File: config.mk
export PLATFORM = sky130hd
export DESIGN_NAME = sfifo_rd_port
export DESIGN_NICKNAME = d
export VERILOG_FILES = /design/src/rtl/sfrd_pkg.sv /design/src/rtl/sfrd_lane.sv /design/src/rtl/sfrd_busctl.sv /design/src/rtl/sfifo_rd_port.sv
export SDC_FILE = /design/constraint.sdc
export NUM_CORES = 1
export LEC_CHECK = 0
export BUFFER_PORTS_ARGS = -buffer_cell sky130_fd_sc_hd__buf_2
export CORE_UTILIZATION = 55
export CTS_CLUSTER_SIZE = 28
export DETAILED_ROUTE_END_ITERATION = 7
export GPL_ROUTABILITY_DRIVEN = 0
export MAX_ROUTING_LAYER = met4
export PLACE_DENSITY = 0.76
export SYNTH_ARGS = -nofsm -noshare
export SYNTH_HDL_FRONTEND = slang
export SYNTH_SLANG_ARGS = --single-unit
File: constraint.sdc
create_clock -name clk -period 4.4 [get_ports clk]
set_input_delay 1.32 -clock clk [delete_from_list [all_inputs] [get_ports clk]]
set_output_delay 1.32 -clock clk [all_outputs]
set_load 0.02 [all_outputs]
File: src/rtl/sfrd_pkg.sv
package sfrd_pkg;

   function automatic bit sfrd_pow2(input int unsigned v);
      return (v >= 2) && ((v & (v - 1)) == 0);
   endfunction

endpackage

File: src/rtl/sfrd_lane.sv
module sfrd_lane #(
   parameter int unsigned DATA_W = 16,
   parameter int unsigned DEPTH  = 8
) (
   input  logic              clk,
   input  logic              rst,
   input  logic              push_i,
   input  logic [DATA_W-1:0] push_data_i,
   input  logic              pop_i,
   output logic [DATA_W-1:0] head_o,
   output logic              empty_o
);
   localparam int unsigned AW = $clog2(DEPTH);
   localparam int unsigned CW = AW + 1;

   logic [DATA_W-1:0] mem [DEPTH];
   logic [AW-1:0]     rd_ptr;
   logic [AW-1:0]     wr_ptr;
   logic [CW-1:0]     fill;
   logic              push_ok;
   logic              pop_ok;

   assign pop_ok  = pop_i && (fill != '0);
   assign push_ok = push_i && (fill != CW'(DEPTH));

   always_ff @(posedge clk) begin
      if (push_ok) begin
         mem[wr_ptr] <= push_data_i;
      end
   end

   always_ff @(posedge clk) begin
      if (rst) begin
         rd_ptr <= '0;
         wr_ptr <= '0;
         fill   <= '0;
      end else begin
         if (pop_ok) begin
            rd_ptr <= rd_ptr + 1'b1;
         end
         if (push_ok) begin
            wr_ptr <= wr_ptr + 1'b1;
         end
         case ({push_ok, pop_ok})
            2'b10:   fill <= fill + 1'b1;
            2'b01:   fill <= fill - 1'b1;
            default: fill <= fill;
         endcase
      end
   end

   assign empty_o = (fill == '0);
   assign head_o  = empty_o ? '0 : mem[rd_ptr];

   assert_ptr_step_R4: assert property (@(posedge clk) disable iff (rst)
      pop_ok |=> rd_ptr == $past(rd_ptr) + 1'b1);

   assert_empty_read_hold_R9: assert property (@(posedge clk) disable iff (rst)
      (pop_i && empty_o) |=> $stable(rd_ptr));

   assert_drain_flag_R8: assert property (@(posedge clk) disable iff (rst)
      (fill == CW'(1) && pop_i && !push_i) |=> empty_o);

   assert_fill_bound_R10: assert property (@(posedge clk) disable iff (rst)
      fill <= CW'(DEPTH));

endmodule

File: src/rtl/sfrd_busctl.sv
module sfrd_busctl #(
   parameter int unsigned DATA_W    = 16,
   parameter int unsigned NUM_FIFO  = 4,
   parameter bit          PARK_ZERO = 1'b1,
   localparam int unsigned SEL_W    = $clog2(NUM_FIFO)
) (
   input  logic                               clk,
   input  logic                               rst,
   input  logic [NUM_FIFO-1:0][DATA_W-1:0]    heads_i,
   input  logic [SEL_W-1:0]                   sel_i,
   input  logic                               cs_n,
   input  logic                               oe_n,
   output logic [DATA_W-1:0]                  bus_data,
   output logic                               bus_oe
);
   logic [DATA_W-1:0] picked;

   assign bus_oe = !cs_n && !oe_n;
   assign picked = heads_i[sel_i];

   generate
      if (PARK_ZERO) begin : g_park
         assign bus_data = bus_oe ? picked : '0;

         assert_park_zero_R7: assert property (@(posedge clk) disable iff (rst)
            !bus_oe |-> bus_data == '0);
      end else begin : g_pass
         assign bus_data = picked;
      end
   endgenerate

   assert_drive_follows_R2: assert property (@(posedge clk) disable iff (rst)
      bus_oe |-> bus_data == heads_i[sel_i]);

endmodule

File: src/rtl/sfifo_rd_port.sv
module sfifo_rd_port
   import sfrd_pkg::*;
#(
   parameter int unsigned DATA_W    = 16,
   parameter int unsigned DEPTH     = 16,
   parameter int unsigned NUM_FIFO  = 4,
   parameter bit          PARK_ZERO = 1'b1,
   localparam int unsigned SEL_W    = $clog2(NUM_FIFO)
) (
   input  logic                clk,
   input  logic                rst,
   input  logic [SEL_W-1:0]    fifo_sel,
   input  logic                cs_n,
   input  logic                rd_n,
   input  logic                oe_n,
   output logic [DATA_W-1:0]   bus_data,
   output logic                bus_oe,
   output logic [NUM_FIFO-1:0] empty,
   output logic                rd_underflow,
   input  logic                push_en,
   input  logic [SEL_W-1:0]    push_sel,
   input  logic [DATA_W-1:0]   push_data
);
   generate
      if (!sfrd_pow2(DEPTH)) begin : g_bad_depth
         $error("DEPTH must be a power of two of at least 2");
      end
      if (!sfrd_pow2(NUM_FIFO)) begin : g_bad_count
         $error("NUM_FIFO must be a power of two of at least 2");
      end
      if (DATA_W < 1) begin : g_bad_width
         $error("DATA_W must be positive");
      end
   endgenerate

   logic                            read_req;
   logic [NUM_FIFO-1:0]             pop_vec;
   logic [NUM_FIFO-1:0]             push_vec;
   logic [NUM_FIFO-1:0][DATA_W-1:0] heads;

   assign read_req = !cs_n && !rd_n;

   generate
      for (genvar i = 0; i < NUM_FIFO; i++) begin : g_lane
         assign pop_vec[i]  = read_req && (fifo_sel == SEL_W'(i));
         assign push_vec[i] = push_en && (push_sel == SEL_W'(i));

         sfrd_lane #(
            .DATA_W (DATA_W),
            .DEPTH  (DEPTH)
         ) u_lane (
            .clk         (clk),
            .rst         (rst),
            .push_i      (push_vec[i]),
            .push_data_i (push_data),
            .pop_i       (pop_vec[i]),
            .head_o      (heads[i]),
            .empty_o     (empty[i])
         );
      end
   endgenerate

   always_ff @(posedge clk) begin
      if (rst) begin
         rd_underflow <= 1'b0;
      end else begin
         rd_underflow <= read_req && empty[fifo_sel];
      end
   end

   sfrd_busctl #(
      .DATA_W    (DATA_W),
      .NUM_FIFO  (NUM_FIFO),
      .PARK_ZERO (PARK_ZERO)
   ) u_bus (
      .clk      (clk),
      .rst      (rst),
      .heads_i  (heads),
      .sel_i    (fifo_sel),
      .cs_n     (cs_n),
      .oe_n     (oe_n),
      .bus_data (bus_data),
      .bus_oe   (bus_oe)
   );

   assert_underflow_cause_R9: assert property (@(posedge clk) disable iff (rst)
      rd_underflow |-> $past(!cs_n && !rd_n && empty[fifo_sel]));

   assert_cs_gate_R3: assert property (@(posedge clk) disable iff (rst)
      cs_n |=> !rd_underflow);

   assert_reset_empty_R1: assert property (@(posedge clk)
      $past(rst) |-> (&empty) && !rd_underflow);

endmodule

### Word level (Yosys, flattened, before mapping)

Memory sizes are Yosys's and may differ from the RTL's. A register that Yosys moved wholly into a read port is not among the register bits.
Index checks and enable logic that the tools add are counted.

| operators by class | value |
|---|---|
| mux-type cells | 29 |
| eq/ne operators | 18 |
| $lt $le $gt $ge | 1 |
| multiply operators | 0 |
| divide/modulo/power cells | 0 |
| add/sub/neg operators | 16 |
| reductions and logical operators | 36 |
| shift operators | 0 |
| bitwise operators | 0 |

Operators by type and width:

| operator | number |
|---|---|
| 2-to-1 mux 16 bit | 6 |
| one-hot mux 5 bit (2 select lines) | 4 |
| adder 4 x 1 -> 4 bit, second input constant | 8 |
| binary-select mux 16 bit (select 2 bit) | 1 |
| 2-to-1 mux 4 bit | 8 |
| adder 5 x 1 -> 5 bit, second input constant | 4 |
| logical NOT 5 bit | 4 |
| inequality test 5 bit, second input constant | 4 |
| nonzero test 5 bit | 4 |
| subtractor 5 x 1 -> 5 bit, second input constant | 4 |
| logical AND 1 bit | 19 |
| equality test 2 bit, second input constant | 8 |
| equality test 2 x 1 -> 1 bit, second input constant | 6 |
| 2-to-1 mux 1 bit | 9 |
| nonzero test 2 bit | 4 |
| logical NOT 2 bit | 2 |
| logical NOT 1 bit | 3 |
| < comparator 2 x 3 -> 1 bit, second input constant | 1 |
| binary-select mux 1 bit (select 2 bit) | 1 |

| word-level totals | value |
|---|---|
| register bits after elaboration | 53 |
| memories | 4 |
| output and inout port bits | 22 |
| latch bits | 0 |
| logic and storage cells | 117 |
| memory bits (read-only) | 0 |
| RAM bits | 1024 |

Memory list:

| name | words | width | rd ports | clocked after memory_dff | wr ports | line | text |
|---|---|---|---|---|---|---|---|
| g_lane[0].u_lane.mem | 16 | 16 | 1 | 1 | 1 | sfrd_lane.sv:16 | `logic [DATA_W-1:0] mem [DEPTH];` |
| g_lane[1].u_lane.mem | 16 | 16 | 1 | 1 | 1 | sfrd_lane.sv:16 |  |
| g_lane[2].u_lane.mem | 16 | 16 | 1 | 1 | 1 | sfrd_lane.sv:16 |  |
| g_lane[3].u_lane.mem | 16 | 16 | 1 | 1 | 1 | sfrd_lane.sv:16 |  |

### Logic depth before layout (Yosys ltp)

Gate-level depths: netlist (run 1).

| logic depth | value |
|---|---|
| word-level depth | 6 |
| mapped depth | 14 |

### Hierarchy

From an unflattened synthesis (run 1), not the netlist that was laid out.

| second synthesis, totals | value |
|---|---|
| cell total of the unflattened synthesis | 2060 |
| area total of the unflattened synthesis | 44029.7 um^2 |

By module, submodules not included:

| module | instances | area an instance (um^2) | cells an instance | seq. area each (um^2) |
|---|---|---|---|---|
| sfrd_lane at g_lane[0].u_lane ... | 3 | 10855.4 | 497 | 8027.7 |
| sfrd_lane at g_lane[3].u_lane | 1 | 10851.7 | 497 | 8027.7 |
| sfrd_busctl | 1 | 495.5 | 59 | 0.0 |
| sfifo_rd_port | 1 | 116.4 | 13 | 20.0 |

### Least setup slack after synthesis (run 1)

Ideal clock, no wire load.

| timing path | value |
|---|---|
| path kind | input to output |
| from | input port fifo_sel[0] |
| to | output port bus_data[10] |
| stages | 8 |
| arrival | 2.837 ns |
| setup slack | 0.243 ns |
| data required time | 3.080 ns |
| cell sequence | buf_2 clkinv_1 o21ai_2 or4_1 buf_6 buf_12 o221ai_2 o32a_1 |

| on the way | value |
|---|---|
| longest elaborated chain between the ends | 3 |

RTL lines:

| element | line | text |
|---|---|---|
| from (decl) | sfifo_rd_port.sv:12 | `input logic [SEL_W-1:0] fifo_sel,` |
| binary-select mux 16 bit (select 2 bit) | sfrd_busctl.sv:19 | `assign picked = heads_i[sel_i];` |
| 2-to-1 mux 16 bit (implied by the code) | sfrd_busctl.sv:19 |  |
| 2-to-1 mux 16 bit | sfrd_busctl.sv:23 | `assign bus_data = bus_oe ? picked : '0;` |
| to (decl) | sfifo_rd_port.sv:16 | `output logic [DATA_W-1:0] bus_data,` |

Every way passes these cells. The select of a mux whose other input is x is not followed.

==> results.md, run 1 <==
- Status: complete, no violations
- DR WL met3: 10700 um
- Final period util: approximately 99%
- DR DRC count: 0
- DIE AREA: ~80000 um^2
- CTS max path bufs: 3
- Hold path depth: 2
- Dpl hpwl: approximately 64000 um
- Pwr Density: 413 nW/um^2
- Synth area leaders: edfxtp_1 (71%), mux4_2 (10%), mux2i_1 (4.5%)
- Worst clock skew: 0.0269 ns
- Reg clk slew, reported paths: 0.06 ns
- Syn_nets: 2311
- Required time of the critical path: between 3 and 4 ns
- M1 WL: between 40000 and 50000 um
- Pin count of the biggest net entering global routing: 65
- Total wire length: 105000 um
- Worst Tran Pin Value: 1.25 ns
- Fin Hold WS: roughly 0.52 ns
- Syn avg cell area: 19.3 um^2
- R2R cell count: 11
- Critical path peak fanout: 11
- Worst setup EP type: primary output
- Max cap viols: 0
- CORE AREA: 78000 um^2
- Share of the synthesized area in the top cell type: 70.6%
- Flop2flop setup slack: 1.15 ns
- Initial antenna violation count: 4
- DR pass1 iterations: 6
- Max-slew headroom: 16.7%
- Max Freq: 229 MHz
- Wire per inst: 29.1 um
- Endpoints failing hold: 0
- Clk root buf: clkbuf_16
- Register Area: roughly 32000 um^2
- R2R Path End: g_lane[1].u_lane.fill[4]
- Yosys warns: 0
- Met2 wire len: 50800 um
- Iteration-0 DRC Markers: 2635
- Synth area leader: edfxtp_1
- Clk_lat worst skew: around 0.68 ns
- Sequential-to-total area share from yosys stat: about 74%
- Arrival time at the worst endpoint: 3.04 ns
- Hold Path Class: reg2reg
- Port buffer count: 47
- Number of synthesized flops with an enable pin: 1024
- Die Wd: 283 um
- Setup CP Type: reg2out
- CTS tree: done
- Fin nets: 2537
- Share of layout cells above drive strength 1: 28.4%
- Final Setup Violations: 0
- DRT antenna net count: 0
- First-pass GRT wire length: between 150000 and 200000 um
- Area delta synth->final: 14.6%
- Number of cell rows: 102
- Final Util: 64.1%
- Worst r2r src: g_lane[1].u_lane.fill[1]
- Overall global routing resource usage: a little over a quarter
- Main synth FF type: edfxtp_1
- Startpoint types: flop
- Lkg Pwr: 15.6 nW
- Number of global-route vias before repair: 22800
- Min cycle time layout: around 4.4 ns
- Total clock sinks: between 1000 and 1500
- Starting density of the core: about 56%
- Die Y: between 200 and 300 um
- Number of distinct library cells after synthesis: 69
- Congestion Overflow GR: 0
- Worst VDD drop: about 0.00037 V
- Post-Syn Instances: 2253
- H-tree depth: 3
- Syn Std Cell Area: between 40000 and 50000 um^2
- FF+latch count, synth: 1093
- Total vias in the final route: approximately 23000
- Fillers: 5036
- Top routing layer used: met4
- Max Slew Vio Count: 0
- CTS buffer count: 106
- Synth async-reset ratio: 0%
- Io pins: 48
- Vias/cell: 6.37
- RSZ-0062 raised after global routing: yes
- HP Start: g_lane[0].u_lane.rd_ptr[3]
- Area taken by multi-input logic gates: 10900 um^2
- CTS Hold Bufs: 0
## kinds of logic (layout without fill, tap and decap cells)
| kind of cell | count (synthesis) | count (layout) | share of synthesized area, % |
|---|---|---|---|
| AOI/OAI and AO/OA | 225 | 225 | 4.15 |
| other | 0 | 6 | 0 |
| DFF | 1093 | 1093 | 73.7 |
| adders and majority gates | 32 | 32 | 0.919 |
| muxes | 395 | 395 | 14.7 |
| and+or+nand+nor | 303 | 303 | 3.68 |
| buffers and inverters | 169 | 483 | 2.10 |
| xor gates and xnor gates | 36 | 36 | 0.724 |
## how the worst max path moves through the flow
stage	startpoint	endpoint	slack, ns	depth (start not counted)
2_1_floorplan	fifo_sel[0]	bus_data[10]	0.24	8
3_3_place_gp	cs_n	bus_data[15]	0.12	6
3_5_place_dp	cs_n	bus_data[15]	0.02	6
4_1_cts	flop	bus_data[7]	-0.006	7
5_1_grt	flop	bus_data[0]	-0.01	8
6_report	flop	bus_data[11]	0.04	7
## state kept, by name (all words and copies together) (netlist names), named ones only
signal                cells
g_lane.u_lane.wr_ptr     16
g_lane.u_lane.rd_ptr     16
rd_underflow              1
g_lane.u_lane.fill       20
g_lane.u_lane.mem      1024
## timing repair
action                     in CTS  in global routing
setup endpoints to repair      16                 16
gates cloned                    2                  1
resized for setup              29                 26
pin swaps                       9                 11
buffers inserted               13                 11
## final cells by class
class / count / share of cell area (%)
multi-input cells: 991 / 21.8
clock inverters: 55 / 0.869
well taps: 1040 / 2.61
diodes: 6 / 0.0301
repair buffers: 255 / 4.25
flip-flops and latches: 1093 / 64.4
clock buffers: 141 / 5.80
inverters: 32 / 0.240
## routing by layer
layer / vias to the layer above / track usage [%]
li1: 9619 / -
met1: 12000 / 36.3
met2: 1186 / 41.0
met3: 194 / 5.80
met4: 0 / 8.88
met5: - / -
## metrics by stage
stage                     worst slack (ns)  cell area (um^2)  setup TNS (ns)  power, W  instances
final                               0.0424             50000               0    0.0206       3613
after global routing               -0.0133             49900         -0.0324    0.0211       3611
after CTS                         -0.00607             49700        -0.00923    0.0207       3595
after detailed placement            0.0205             46000               0    0.0121       3384
after global placement               0.116             46000               0    0.0121       3384
after floorplan                      0.243             43600               0    0.0118       2253
## worst max-delay path, stage by stage, from the launching register on
cell and delay (ns):
dfxtp_4 0.43, buf_4 0.17, buf_16 0.15, mux4_2 0.56
a211oi_2 0.34, a211oi_1 0.10, o32a_1 0.42, buf_2 0.19
## placed cells by master (no fill, tap or decap), drive strengths merged, types with 24 or more instances in the layout
| cell | n |
|---|---|
| a22oi | 64 |
| buf | 254 |
| dfxtp | 69 |
| nor2 | 95 |
| inv | 36 |
| mux4 | 195 |
| nand2 | 37 |
| a21oi | 24 |
| mux2i | 194 |
| a211oi | 68 |
| nand3 | 34 |
| xor2 | 28 |
| ha | 32 |
| nor2b | 42 |
| clkinv | 42 |
| clkbuf | 142 |
| edfxtp | 1024 |
## report_power, final
part / leakage [nW] / internal, W / total (W) / switching [W]
logic: 4.23 / 0.000148 / 0.000527 / 0.000380
clock network: 1.62 / 0.00487 / 0.00869 / 0.00381
registers: 9.77 / 0.0114 / 0.0114 / 0.0000192
total: 15.6 / 0.0164 / 0.0206 / 0.00421
## synthesized netlist by cell type (all sizes together) (18+ instances only)
master / count
ha: 32
a22oi: 64
clkbuf: 52
a211oi: 68
mux4: 195
nand3: 34
xor2: 28
buf: 85
nor2: 95
mux2i: 194
dfxtp: 69
inv: 31
nor3: 20
a21oi: 24
nor2b: 42
edfxtp: 1024
nor4: 18
nand2: 37
Power figures use the tool's default switching activity.
==> run 2, diff against run 1 <==
--- a/config.mk
+++ b/config.mk
@@ -10,7 +10,6 @@
 export CTS_CLUSTER_SIZE = 28
 export DETAILED_ROUTE_END_ITERATION = 7
 export GPL_ROUTABILITY_DRIVEN = 0
-export MAX_ROUTING_LAYER = met4
 export PLACE_DENSITY = 0.76
 export SYNTH_ARGS = -nofsm -noshare
 export SYNTH_HDL_FRONTEND = slang
==> run 2 against run 1 <==
Sequential power hardly changed. Clock-buffer cell count stayed put. Die area stayed put. Global-route usage is 0.82 points lower. Routed wire length hardly changed. Utilization hardly changed. Total power hardly changed. Critical endpoint unchanged.
==> results.md, run 2 (synthesized netlist as in run 1, its figures left out) <==
- Status: complete, no violations
- Fin nets: 2538 (+0.039%)
- Switching pwr: 0.00421 W (about the same)
- Min cycle time layout: 4.35 ns (-0.00813 ns)
- Area delta synth->final: 14.7% (about the same)
- Comb power frac: 2.6% (about the same)
- Total clock sinks: 1093 (unchanged)
- Starting density of the core: 55.9% (unchanged)
- Setup CP Type: reg2out
- Register Area: 32200 um^2 (unchanged)
- CTS buffer count: 106 (unchanged)
- Max reg flops: 1024 (unchanged)
- Worst setup margin: 0.0505 ns (+0.00813 ns)
- Share of layout cells above drive strength 1: 28.4% (about the same)
- CP bufs+invs: 3 (unchanged)
- Wire per inst: 29.2 um (+0.11%)
- Startpoint types: flop
- Pwr Density: 413 nW/um^2 (about the same)
- DIE AREA: 80400 um^2 (unchanged)
- CORE AREA: 78000 um^2 (unchanged)
- Worst path slowest cell: mux4_2
- Hold Path Class: reg2reg
- Max-slew headroom: 15.8% (-0.85 points)
- Worst VDD drop: 0.000374 V (about the same)
- Overall global routing resource usage: 26.1% (-0.82 points)
- Number of global-route vias before repair: 22900 (+0.18%)
- Largest regs: g_lane.u_lane.mem x1024, g_lane.u_lane.fill x20
- Reg clk slew, reported paths: 0.06 ns (about the same)
- Io pins: 48 (unchanged)
- Final period util: 98.9% (-0.18 points)
- DR pass1 iterations: 5 (-1)
- Clk root buf: clkbuf_16
- Sequential share of power: 55.3% (about the same)
- Most flop-heavy register: g_lane.u_lane.mem
- H-tree depth: 3 (unchanged)
- Vias/cell: 6.38 (+0.10%)
- CTS max path bufs: 3 (unchanged)
- DRT antenna net count: 0 (unchanged)
- CP peak stage delay: 0.56 ns (about the same)
- Crit path max-delay family: compound AO/OA/AOI/OAI gates
- Die Y: 283 um (unchanged)
- Worst Tran Pin Value: 1.26 ns (+0.0128 ns)
- Port buffer count: 47 (unchanged)
- Sw Ratio: 20.4% (about the same)
- Critical path peak fanout: 11 (unchanged)
- Endpoints failing hold: 0 (unchanged)
- First-pass GRT wire length: 152000 um (about the same)
- Total vias in the final route: 23000 (-0.035%)
- Worst setup EP type: primary output
- Worst clock skew: 0.0220 ns (-0.00497 ns)
- CP Cell Sequence: buf_4, buf_16, mux4_2, a211oi_2, a211oi_1, o32a_1, buf_2
- Clk_lat worst skew: 0.68 ns (about the same)
- Die Wd: 283 um (unchanged)
- Iteration-0 DRC Markers: 2447 (-7.1%)
- Arrival time at the worst endpoint: 3.03 ns (about the same)
- Dpl hpwl: 63500 um (unchanged)
- Required time of the critical path: 3.08 ns (about the same)
- Number of cell rows: 102 (unchanged)
- CTS tree: done
- Initial antenna violation count: 5 (+1)
- Fin Hold WS: 0.520 ns (-0.00178 ns)
- Most common cell after layout, fill and taps aside: edfxtp_1
- Max Slew Vio Count: 0 (unchanged)
- Clock share of power: 42.1% (about the same)
- Final Setup Violations: 0 (unchanged)
- Fillers: 5028 (-0.16%)
- Pin count of the biggest net entering global routing: 65 (unchanged)
- Int Pwr: 0.0164 W (about the same)
- Max Freq: 230 MHz (+0.19%)
- Congestion Overflow GR: 0 (unchanged)
- Setup WS pre-CTS: 0.0205 ns (unchanged)
- DR DRC count: 0 (unchanged)
- Total wire length: 105000 um (about the same)
- Area taken by multi-input logic gates: 10900 um^2 (+0.11%)
- Lkg Pwr: 15.6 nW (about the same)
- Commonest non-fill, non-tap cells in the layout: edfxtp_1 (1024), mux4_2 (194), mux2i_1 (184)
- Ant diodes: 0 (-6)
- Max cap viols: 0 (unchanged)
- Total design power: 0.0206 W (about the same)
[run 2: cell count changes in the layout (fill, tap and decap cells not counted)]
cell,before,now
diode_2,6,0
a211oi_4,1,3
mux2i_1,182,184
mux2i_2,10,8
a211oi_1,37,36
a211oi_2,30,29
buf_2,47,46
buf_4,179,180
buf_8,2,3
[run 2: layer usage]
layer	GRT usage, %	share of wire [%]	vias to the layer above
li1	-	-	9620
met1	36.2	38	12000
met2	40.8	48	1179
met3	6.17	10	207
met4	9.08	3.2	10
met5	0	0.062	-
[run 2: repair_timing]
item / 4_1_cts / 5_1_grt
pin swaps: 9 / 11
setup buffers: 13 / 12
gates cloned: 2 / 1
resized for setup: 29 / 30
hold buffers: 0 / 0
setup endpoints to repair: 16 / 16
[run 2: power by group through the flow]
| stage | logic (W) | clock network (W) | registers, W |
|---|---|---|---|
| 6_report | 0.000529 | 0.00868 | 0.0114 |
| 5_1_grt | 0.000557 | 0.00915 | 0.0114 |
| 4_1_cts | 0.000513 | 0.00876 | 0.0114 |
| 3_5_place_dp | 0.000500 | 0 | 0.0116 |
| 3_3_place_gp | 0.000480 | 0 | 0.0116 |
| 2_1_floorplan | 0.000200 | 0 | 0.0116 |
[run 2: tightest hold or removal path: cells and delay by family, from the launching register on]
kind / cells / cell delay [ns]
xor gates and xnor gates: 1 / 0.08
DFF: 1 / 0.32
and+or+nand+nor: 1 / 0.08
[run 2: worst paths after layout]
check                        endpoint  slack, ns  cells after the start                  startpoint
min                              flop       0.52                      2  g_lane[0].u_lane.rd_ptr[3]
max reg2reg  g_lane[1].u_lane.fill[4]       1.15                     11    g_lane[1].u_lane.fill[1]
min reg2reg                      flop       0.52                      2  g_lane[0].u_lane.rd_ptr[3]
max                      bus_data[11]       0.05                      7                        flop
[run 2: cell type report]
type,instances,area share (%)
clock buffers,141,5.80
clock inverters,55,0.869
inverters,32,0.240
multi-input cells,991,21.8
flip-flops and latches,1093,64.4
well taps,1040,2.60
repair buffers,256,4.28
[run 2: through the flow]
step / setup TNS, ns / utilization (%) / std cells / cell area, um^2
2_1_floorplan: 0 / - / 2253 / 43600
4_1_cts: -0.00923 / 63.7 / 3595 / 49700
5_1_grt: -0.0192 / 64.1 / 3608 / 50000
3_5_place_dp: 0 / 59.0 / 3384 / 46000
3_3_place_gp: 0 / 59.0 / 3384 / 46000
6_report: 0 / 64.1 / 3608 / 50000
